<file path="src/rtl/resv_pkg.sv">
package resv_pkg;
    typedef enum logic [1:0] {
        OP_NONE = 2'd0,
        OP_LR   = 2'd1,
        OP_SC   = 2'd2,
        OP_AMO  = 2'd3
    } op_kind_e;

    typedef enum logic {
        RS_IDLE = 1'b0,
        RS_HELD = 1'b1
    } resv_state_e;

    function automatic logic [2:0] size_mask(input logic [1:0] sz);
        logic [2:0] m;
        unique case (sz)
            2'd0:    m = 3'b000;
            2'd1:    m = 3'b001;
            2'd2:    m = 3'b011;
            default: m = 3'b111;
        endcase
        return m;
    endfunction
endpackage

</file>
<file path="src/rtl/resv_align_chk.sv">
module resv_align_chk #(
    parameter int AW = 16
) (
    input  logic [AW-1:0] addr_i,
    input  logic [1:0]    size_i,
    output logic          mis_o
);
    logic [2:0] mask;
    always_comb begin
        mask  = resv_pkg::size_mask(size_i);
        mis_o = |(addr_i[2:0] & mask);
    end
endmodule

</file>
<file path="src/rtl/resv_snoop_hit.sv">
module resv_snoop_hit #(
    parameter int AW = 16,
    parameter int GW = 3
) (
    input  logic          valid_i,
    input  logic [AW-1:0] addr_i,
    input  logic [1:0]    size_i,
    input  logic          held_i,
    input  logic [AW-GW-1:0] blk_i,
    output logic          hit_o
);
    localparam int BW = AW - GW;
    logic [AW-1:0] last_addr;
    logic [BW-1:0] lo_blk, hi_blk;
    always_comb begin
        last_addr = addr_i + AW'(resv_pkg::size_mask(size_i));
        lo_blk    = addr_i[AW-1:GW];
        hi_blk    = last_addr[AW-1:GW];
        hit_o     = valid_i && held_i && (blk_i >= lo_blk) && (blk_i <= hi_blk);
    end
endmodule

</file>
<file path="src/rtl/resv_annot.sv">
module resv_annot (
    input  resv_pkg::op_kind_e kind_i,
    input  logic               aq_i,
    input  logic               rl_i,
    input  logic               mis_i,
    output logic               acq_o,
    output logic               rel_o
);
    import resv_pkg::*;
    always_comb begin
        acq_o = !mis_i && aq_i && (kind_i == OP_LR || kind_i == OP_AMO);
        rel_o = !mis_i && rl_i && (kind_i == OP_SC || kind_i == OP_AMO);
    end
endmodule

</file>
<file path="src/rtl/resv_monitor.sv">
module resv_monitor #(
    parameter int AW         = 16,
    parameter int GRAN_BYTES = 8
) (
    input  logic          clk,
    input  logic          rst_n,
    input  logic          flush_i,
    input  logic [1:0]    op_kind_i,
    input  logic [AW-1:0] op_addr_i,
    input  logic [1:0]    op_size_i,
    input  logic          op_aq_i,
    input  logic          op_rl_i,
    input  logic          snoop_valid_i,
    input  logic [AW-1:0] snoop_addr_i,
    input  logic [1:0]    snoop_size_i,
    output logic          wr_issue_o,
    output logic          sc_done_o,
    output logic          sc_code_o,
    output logic          dep_valid_o,
    output logic          acq_o,
    output logic          rel_o,
    output logic          is_load_o,
    output logic          is_store_o,
    output logic          misalign_o,
    output logic          resv_valid_o
);
    import resv_pkg::*;

    localparam int GW = $clog2(GRAN_BYTES);
    localparam int BW = AW - GW;

    op_kind_e    kind;
    resv_state_e state_q, state_d;
    logic [BW-1:0] blk_q, blk_d;
    logic mis, hit, acq_n, rel_n, sc_ok, in_blk;

    assign kind = op_kind_e'(op_kind_i);

    resv_align_chk #(.AW(AW)) u_align (
        .addr_i (op_addr_i),
        .size_i (op_size_i),
        .mis_o  (mis)
    );

    resv_snoop_hit #(.AW(AW), .GW(GW)) u_snoop (
        .valid_i (snoop_valid_i),
        .addr_i  (snoop_addr_i),
        .size_i  (snoop_size_i),
        .held_i  (state_q == RS_HELD),
        .blk_i   (blk_q),
        .hit_o   (hit)
    );

    resv_annot u_annot (
        .kind_i (kind),
        .aq_i   (op_aq_i),
        .rl_i   (op_rl_i),
        .mis_i  (mis),
        .acq_o  (acq_n),
        .rel_o  (rel_n)
    );

    assign in_blk = (op_addr_i[AW-1:GW] == blk_q);
    assign sc_ok  = (kind == OP_SC) && !mis && (state_q == RS_HELD) &&
                    in_blk && !hit && !flush_i;

    // Next-state logic: transitions LR_TAKE, LR_REPLACE, SC_CLOSE,
    // SNOOP_BREAK, FLUSH_DROP
    always_comb begin
        state_d = state_q;
        blk_d   = blk_q;
        if (flush_i) begin
            state_d = RS_IDLE;                       // FLUSH_DROP
        end else begin
            unique case (state_q)
                RS_IDLE: begin
                    if (kind == OP_LR && !mis) begin
                        state_d = RS_HELD;           // LR_TAKE
                        blk_d   = op_addr_i[AW-1:GW];
                    end
                end
                RS_HELD: begin
                    if (kind == OP_LR && !mis) begin
                        blk_d   = op_addr_i[AW-1:GW]; // LR_REPLACE
                    end else if (kind == OP_SC && !mis) begin
                        state_d = RS_IDLE;           // SC_CLOSE
                    end else if (hit) begin
                        state_d = RS_IDLE;           // SNOOP_BREAK
                    end
                end
                default: state_d = RS_IDLE;
            endcase
        end
    end

    // State register
    always_ff @(posedge clk) begin
        if (!rst_n) begin
            state_q <= RS_IDLE;
            blk_q   <= '0;
        end else begin
            state_q <= state_d;
            blk_q   <= blk_d;
        end
    end

    // Output register
    always_ff @(posedge clk) begin
        if (!rst_n) begin
            wr_issue_o  <= 1'b0;
            sc_done_o   <= 1'b0;
            sc_code_o   <= 1'b0;
            dep_valid_o <= 1'b0;
            acq_o       <= 1'b0;
            rel_o       <= 1'b0;
            is_load_o   <= 1'b0;
            is_store_o  <= 1'b0;
            misalign_o  <= 1'b0;
        end else begin
            misalign_o  <= (kind != OP_NONE) && mis;
            acq_o       <= acq_n;
            rel_o       <= rel_n;
            sc_done_o   <= (kind == OP_SC) && !mis;
            sc_code_o   <= (kind == OP_SC) && !mis && !sc_ok;
            dep_valid_o <= sc_ok;
            is_load_o   <= !mis && (kind == OP_LR || kind == OP_AMO);
            is_store_o  <= sc_ok || (kind == OP_AMO && !mis);
            wr_issue_o  <= sc_ok || (kind == OP_AMO && !mis);
        end
    end

    assign resv_valid_o = (state_q == RS_HELD);
endmodule

</file>
<file path="config.mk">
export PLATFORM = sky130hd
export DESIGN_NAME = resv_monitor
export DESIGN_NICKNAME = d
export VERILOG_FILES = /design/src/rtl/resv_pkg.sv /design/src/rtl/resv_align_chk.sv /design/src/rtl/resv_snoop_hit.sv /design/src/rtl/resv_annot.sv /design/src/rtl/resv_monitor.sv
export SDC_FILE = /design/constraint.sdc
export NUM_CORES = 1
export LEC_CHECK = 0
export ABC_AREA = 1
export BUFFER_PORTS_ARGS = -buffer_cell sky130_fd_sc_hd__buf_2
export CAP_MARGIN = 15
export CORE_MARGIN = 2
export CORE_UTILIZATION = 39
export DETAILED_ROUTE_END_ITERATION = 12
export PLACE_DENSITY = 0.63
export SLEW_MARGIN = 30
export SYNTH_ARGS = -nofsm -noshare
export SYNTH_HDL_FRONTEND = slang
export SYNTH_SLANG_ARGS = --single-unit
</file>
<file path="constraint.sdc">
create_clock -name clk -period 3.35 [get_ports clk]
set_input_delay 0.67 -clock clk [delete_from_list [all_inputs] [get_ports clk]]
set_output_delay 0.67 -clock clk [all_outputs]
set_load 0.005 [all_outputs]
</file>
* Word-level counts from Yosys, hierarchy flattened
Cells that the tools add are included.
** Storage, ports and cells
- Output and inout bits :: 10
- Bits of input ports :: 44
- Register bits after elaboration :: 22
- Word-level logic and storage cells :: 63
** Cells by class
- Reductions and logical operators :: 30
- Magnitude comparators :: 2
- Bitwise operators :: 4
- Add/sub/neg operators :: 1
- Mux-type cells :: 8
- Eq/ne operators :: 8
** Operator list (count)
- case mux 3 bit (3 select lines) :: 2
- logical AND 1 bit :: 17
- adder 16 x 3 -> 16 bit :: 1
- == test 13 bit :: 1
- greater-or-equal comparator 13 bit :: 1
- <= comparator 13 bit :: 1
- two-way mux 13 bit :: 1
- == test 2 bit (second input constant) :: 4
- == test 2 x 1 -> 1 bit (second input constant) :: 3
- logical NOT 1 bit :: 4
- logical NOT 2 bit :: 2
- two-way mux 1 bit :: 4
- AND 3 bit :: 1
- logical OR 1 bit :: 3
- inverter 1 bit :: 3
- OR reduction 3 bit :: 1
- case mux 1 bit (2 select lines) :: 1
- AND reduction 2 bit :: 1
- nonzero test 2 bit :: 1
- OR reduction 2 bit :: 1

* Longest topological paths before layout
- Depth in word-level cells :: 12
- Gate-level depth with buffers :: 22
- Gate-level depth less buffers :: 21

* Cells and area by module
Synthesis repeated with hierarchy kept, for this count alone.
** Unflattened totals
- Cell total of the unflattened synthesis :: 345
- Area, all modules :: 2167.1 µm²
** Modules (own cells, without submodules)
- resv_monitor :: area an instance 1092.3 µm², instances 1, cells each 151, sequential area each 440.4 µm²
- resv_snoop_hit :: area an instance 1029.7 µm², instances 1, cells each 182, sequential area each 0.0 µm²
- resv_align_chk :: area an instance 30.0 µm², instances 1, cells each 8, sequential area each 0.0 µm²
- resv_annot :: area an instance 15.0 µm², instances 1, cells each 4, sequential area each 0.0 µm²

* Worst setup path before layout
OpenSTA, ideal clock, no wires.
- Path kind :: input to register
- Start :: input port snoop_size_i[1]
- End :: register dep_valid_o
- Slack :: 0.511 ns
- Path buffers :: 1
- Cell stages on the path :: 20
- Setup time :: 0.117 ns
- Arrival :: 2.722 ns
- Data required time :: 3.233 ns
- Path through :: clkbuf_1 -> ha_1 -> nand2_1 -> o21bai_1 -> a21oi_2 -> nor2_4 -> inv_2 -> nor2_4 -> nand2_1 -> xor2_1 -> ha_1 -> nand2_1 -> inv_1 -> nand2_1 -> nand2_1 -> a21oi_1 -> nand2_1 -> nand2_1 -> nand3_1 -> nor3b_1
** Between the ends
- Cells in the longest elaborated chain, start to end :: 8
- Elaborated cells on any way between the ends :: 10
- Those cells by class :: add/sub (1); order compare (1); eq/ne (2); mux (1); reduce/logical (5)
** Ends and longest elaborated chain
- start: declaration :: line resv_monitor.sv:15 : input logic [1:0] snoop_size_i,
- == test 2 bit, or another cell as far along :: line resv_pkg.sv:16 : unique case (sz)
- case mux 3 bit (3 select lines) (*) :: line resv_pkg.sv:16
- adder 16 x 3 -> 16 bit (*) :: line resv_snoop_hit.sv:16 : last_addr = addr_i + AW'(resv_pkg::size_mask(size_i));
- <= comparator 13 bit (*) :: line resv_snoop_hit.sv:19 : hit_o = valid_i && held_i && (blk_i >= lo_blk) && (blk_i <= hi_blk);
- logical AND 1 bit (*) :: line resv_snoop_hit.sv:19
- logical NOT 1 bit (*) :: line resv_monitor.sv:65 : in_blk && !hit && !flush_i;
- logical AND 1 bit (*) (2 in a row) :: line resv_monitor.sv:65
- end signal: assignment :: line resv_monitor.sv:125 : dep_valid_o <= sc_ok;
- end: declaration :: line resv_monitor.sv:19 : output logic dep_valid_o,
Mark *: on every way between the ends. The rest lies on a longest branch, timed or not.
A chain may end at the register's enable or synchronous reset.

* Worst setup path in the final report
Same ends and word-level chain as after synthesis.

==> flow_summary.ini <==
[yosys]
post_synth_main_area_contributors = dfxtp_1 21%, ha_1 16%, nand2_1 15%
synth.yosys.seq_area_share_pct = 20.61
synth_most_common_cell = nand2_1
syn_nets = 403
yosysTopAreaCell = dfxtp_1
ys.flop_type = dfxtp_1
synth_cell_types = 34
ys_warn_count = 0
synth_commonest_cells = 86 x nand2_1, 56 x inv_1, 28 x ha_1
synth_edf_count = 0
ys_ff_latch = 22
yosysTopAreaCellShare_pct = 20.61
synthArstFlopShare_pct = 0
avgSynthCellArea_um2 = 6.456
synthesis.area_um2 = 2137
synthCells = 331

[worst_setup_path]
crit_path_frequent_cell = nand2_1
r2r_start = blk_q[10]
arrival_ns = 3.07
rr_endpoint = dep_valid_o
cp-startpoint = snoop_size_i[1]
r2r_slack_ns = 1.70
worst_setup_path_start_kind = input port
critPathKind = input port to register
slowest_delay_ns = 0.27
cp_cell_sequence = buf_2, ha_1, nand2_1, o21bai_1, a21oi_2, nor2_4, inv_2, nor2_4, nand3_1, nand2_1, nand2_1, ha_1, nand2_1, nor2_1, and2_1, nand2_1, nand2_1, nand2_1, nand3_1, nor3b_1
cpMaxStageDelayCell = ha_1
r2r_cells = 9
endpoint_kind = register
cp.required_ns = 3.54
cp_max_fo = 5

[sta]
finalClockSkew_ns = 0.002929
tightest_slew_ns = 0.3846
timing.final.crit_period_ns = 2.876
rsz0062_at_grt = no
tns_ns = 0
whs_ns = 0.5309
setup_viol = 0
report.final.slew_viol_count = 0
fmaxAchievable_mhz = 347.6
fin_crit_sh_pct = 85.87
slew_headroom_pct = 74.36
hold_violations = 0

[place]
dp_hpwl_um = 4408
portBuffers = 53
placed_cells = 449
place.gp.congestion = 0.8376

[cts]
cts-root-buf = clkbuf_8
worstSkewPairLatency_ns = 0.26
numCtsBuffers = 3
cts_tree = built
post_cts_buffers = 0
htreeDepth = 1
cts_sinks = 22
cts_hold_buf = 0
max-clock-path-buffers = 2
ctsResizeCount = 0
cts.clk_slew.worst_paths_ns = 0.08

[pwr]
power_density_nw_per_um2 = 259.5
power_frac_comb_pct = 27.6
vdd_drop_max_uv = 222.2
intPower_mw = 0.4484
p_clk_share_pct = 29.5
pwr-share-seq_pct = 42.9
p_switching_mw = 0.2020
leakagePower_nw = 1.357
design_power_total_mw = 0.6503
swShare_pct = 31.05

[final_layout]
utilization_pct = 48.15
seq_area_um2 = 440.4
fin_nets = 456
drive_gt1_share_pct = 20.37
n_fill_cell = 567
diodes = 0
multi_input_area_um2 = 1440
area_growth_syn_to_layout_pct = 17.27
fin_cells = 453

[floorplan]
initial_core_util_pct = 41.06
core_region_area_um2 = 5205
io_pins = 54
die_w_um = 78.03
num_rows = 26
die_y_um = 78.03
die_area_um2 = 6088

[grt]
grt_pass1_wl_um = 8942
grt_util_all_layers_pct = 17.99
grt-ovfl-total = 0
grt_start_max_net_pins = 26
antenna_found_initial = 0
first_global_vias = 1999

[detailed_routing]
routed-wl-met3_um = 189
drc = 0
vias = 2135
met2_length_um = 2312
wl_per_cell_um = 11.44
ant_nets = 0
drt-pass1-iter-count = 4
vias_per_cell = 4.713
drt-initial-drc-count = 106
wl_met1_um = 2633
routed_wl_um = 5184
top_layer = met4

[run_status]
run_status = finished clean

[hold_path]
hp-class = register to register
worstHoldStart = blk_q[11]
holdPathStages = 2
hold_end = blk_q[11]

[run]
cap_violations = 0
[cells by family after synthesis]
| group | after synthesis | share of synthesized area [%] |
|---|---|---|
| XOR/XNOR | 8 | 3.279 |
| buffers and inverters | 63 | 12.00 |
| AO/OA/AOI/OAI | 51 | 13.82 |
| flip-flops | 22 | 20.61 |
| adder cells (fa/ha/maj) | 28 | 16.39 |
| AND/OR/NAND/NOR | 159 | 33.90 |
[placed cells by master (no fill, tap or decap), drive strengths merged]
| cell | instances |
|---|---|
| xor2 | 7 |
| a21o | 1 |
| a211oi | 1 |
| buf | 53 |
| nor3 | 5 |
| nand2 | 88 |
| inv | 58 |
| a21boi | 1 |
| nor2 | 29 |
| ha | 28 |
| clkbuf | 4 |
| o21bai | 1 |
| nor4 | 3 |
| dfxtp | 22 |
| xnor2 | 1 |
| or2 | 5 |
| and3 | 1 |
| nand4 | 7 |
| a21oi | 24 |
| and2 | 3 |
| nand3b | 1 |
| o21ai | 23 |
| nand3 | 13 |
| nor3b | 4 |
[layout make-up]
type	instances	area share (%)
tap	70	3.495
clock buffer	4	2.197
timing repair buffer	53	10.58
sequential	22	17.57
inverter	58	8.687
multi-input combinational	246	57.46
[power by group through the flow]
stage / Clock (mW) / Combinational (mW) / Sequential [mW]
2_1_floorplan: 0 / 0.116 / 0.283
3_3_place_gp: 0 / 0.177 / 0.285
3_5_place_dp: 0 / 0.180 / 0.285
4_1_cts: 0.196 / 0.181 / 0.279
5_1_grt: 0.211 / 0.210 / 0.281
6_report: 0.192 / 0.179 / 0.279
[flip-flops by register name (all words and copies together) (netlist names)]
| name | cells |
|---|---|
| dep_valid_o | 1 |
| sc_code_o | 1 |
| misalign_o | 1 |
| rel_o | 1 |
| blk_q | 13 |
| resv_valid_o | 1 |
| sc_done_o | 1 |
| acq_o | 1 |
| is_load_o | 1 |
| is_store_o | 1 |
[worst max path at each step]
stage | depth (start not counted) | end
3_3_place_gp | 17 | dep_valid_o
2_1_floorplan | 20 | dep_valid_o
6_report | 20 | dep_valid_o
3_5_place_dp | 21 | resv_valid_o
4_1_cts | 21 | resv_valid_o
5_1_grt | 18 | resv_valid_o
[stage by stage]
stage	instance area, µm²	setup WS [ns]
2_1_floorplan	2137	0.5110
3_3_place_gp	2451	0.2047
3_5_place_dp	2451	0.1916
4_1_cts	2506	0.4574
5_1_grt	2506	0.1983
6_report	2506	0.4735
[critical path, delay by kind of cell]
kind,cells,cell delay (ns)
buf+inv,2,0.19
fa+ha+maj,2,0.53
compound gates,2,0.28
simple gates,14,1.39
[per-layer routing]
metal / track usage [%] / vias up
li1: - / 1169
met1: 25.89 / 912
met2: 28.97 / 48
met3: 1.494 / 6
met4: 4.737 / 0
met5: 0 / -
Note: power is estimated with default switching activity, not from simulation.
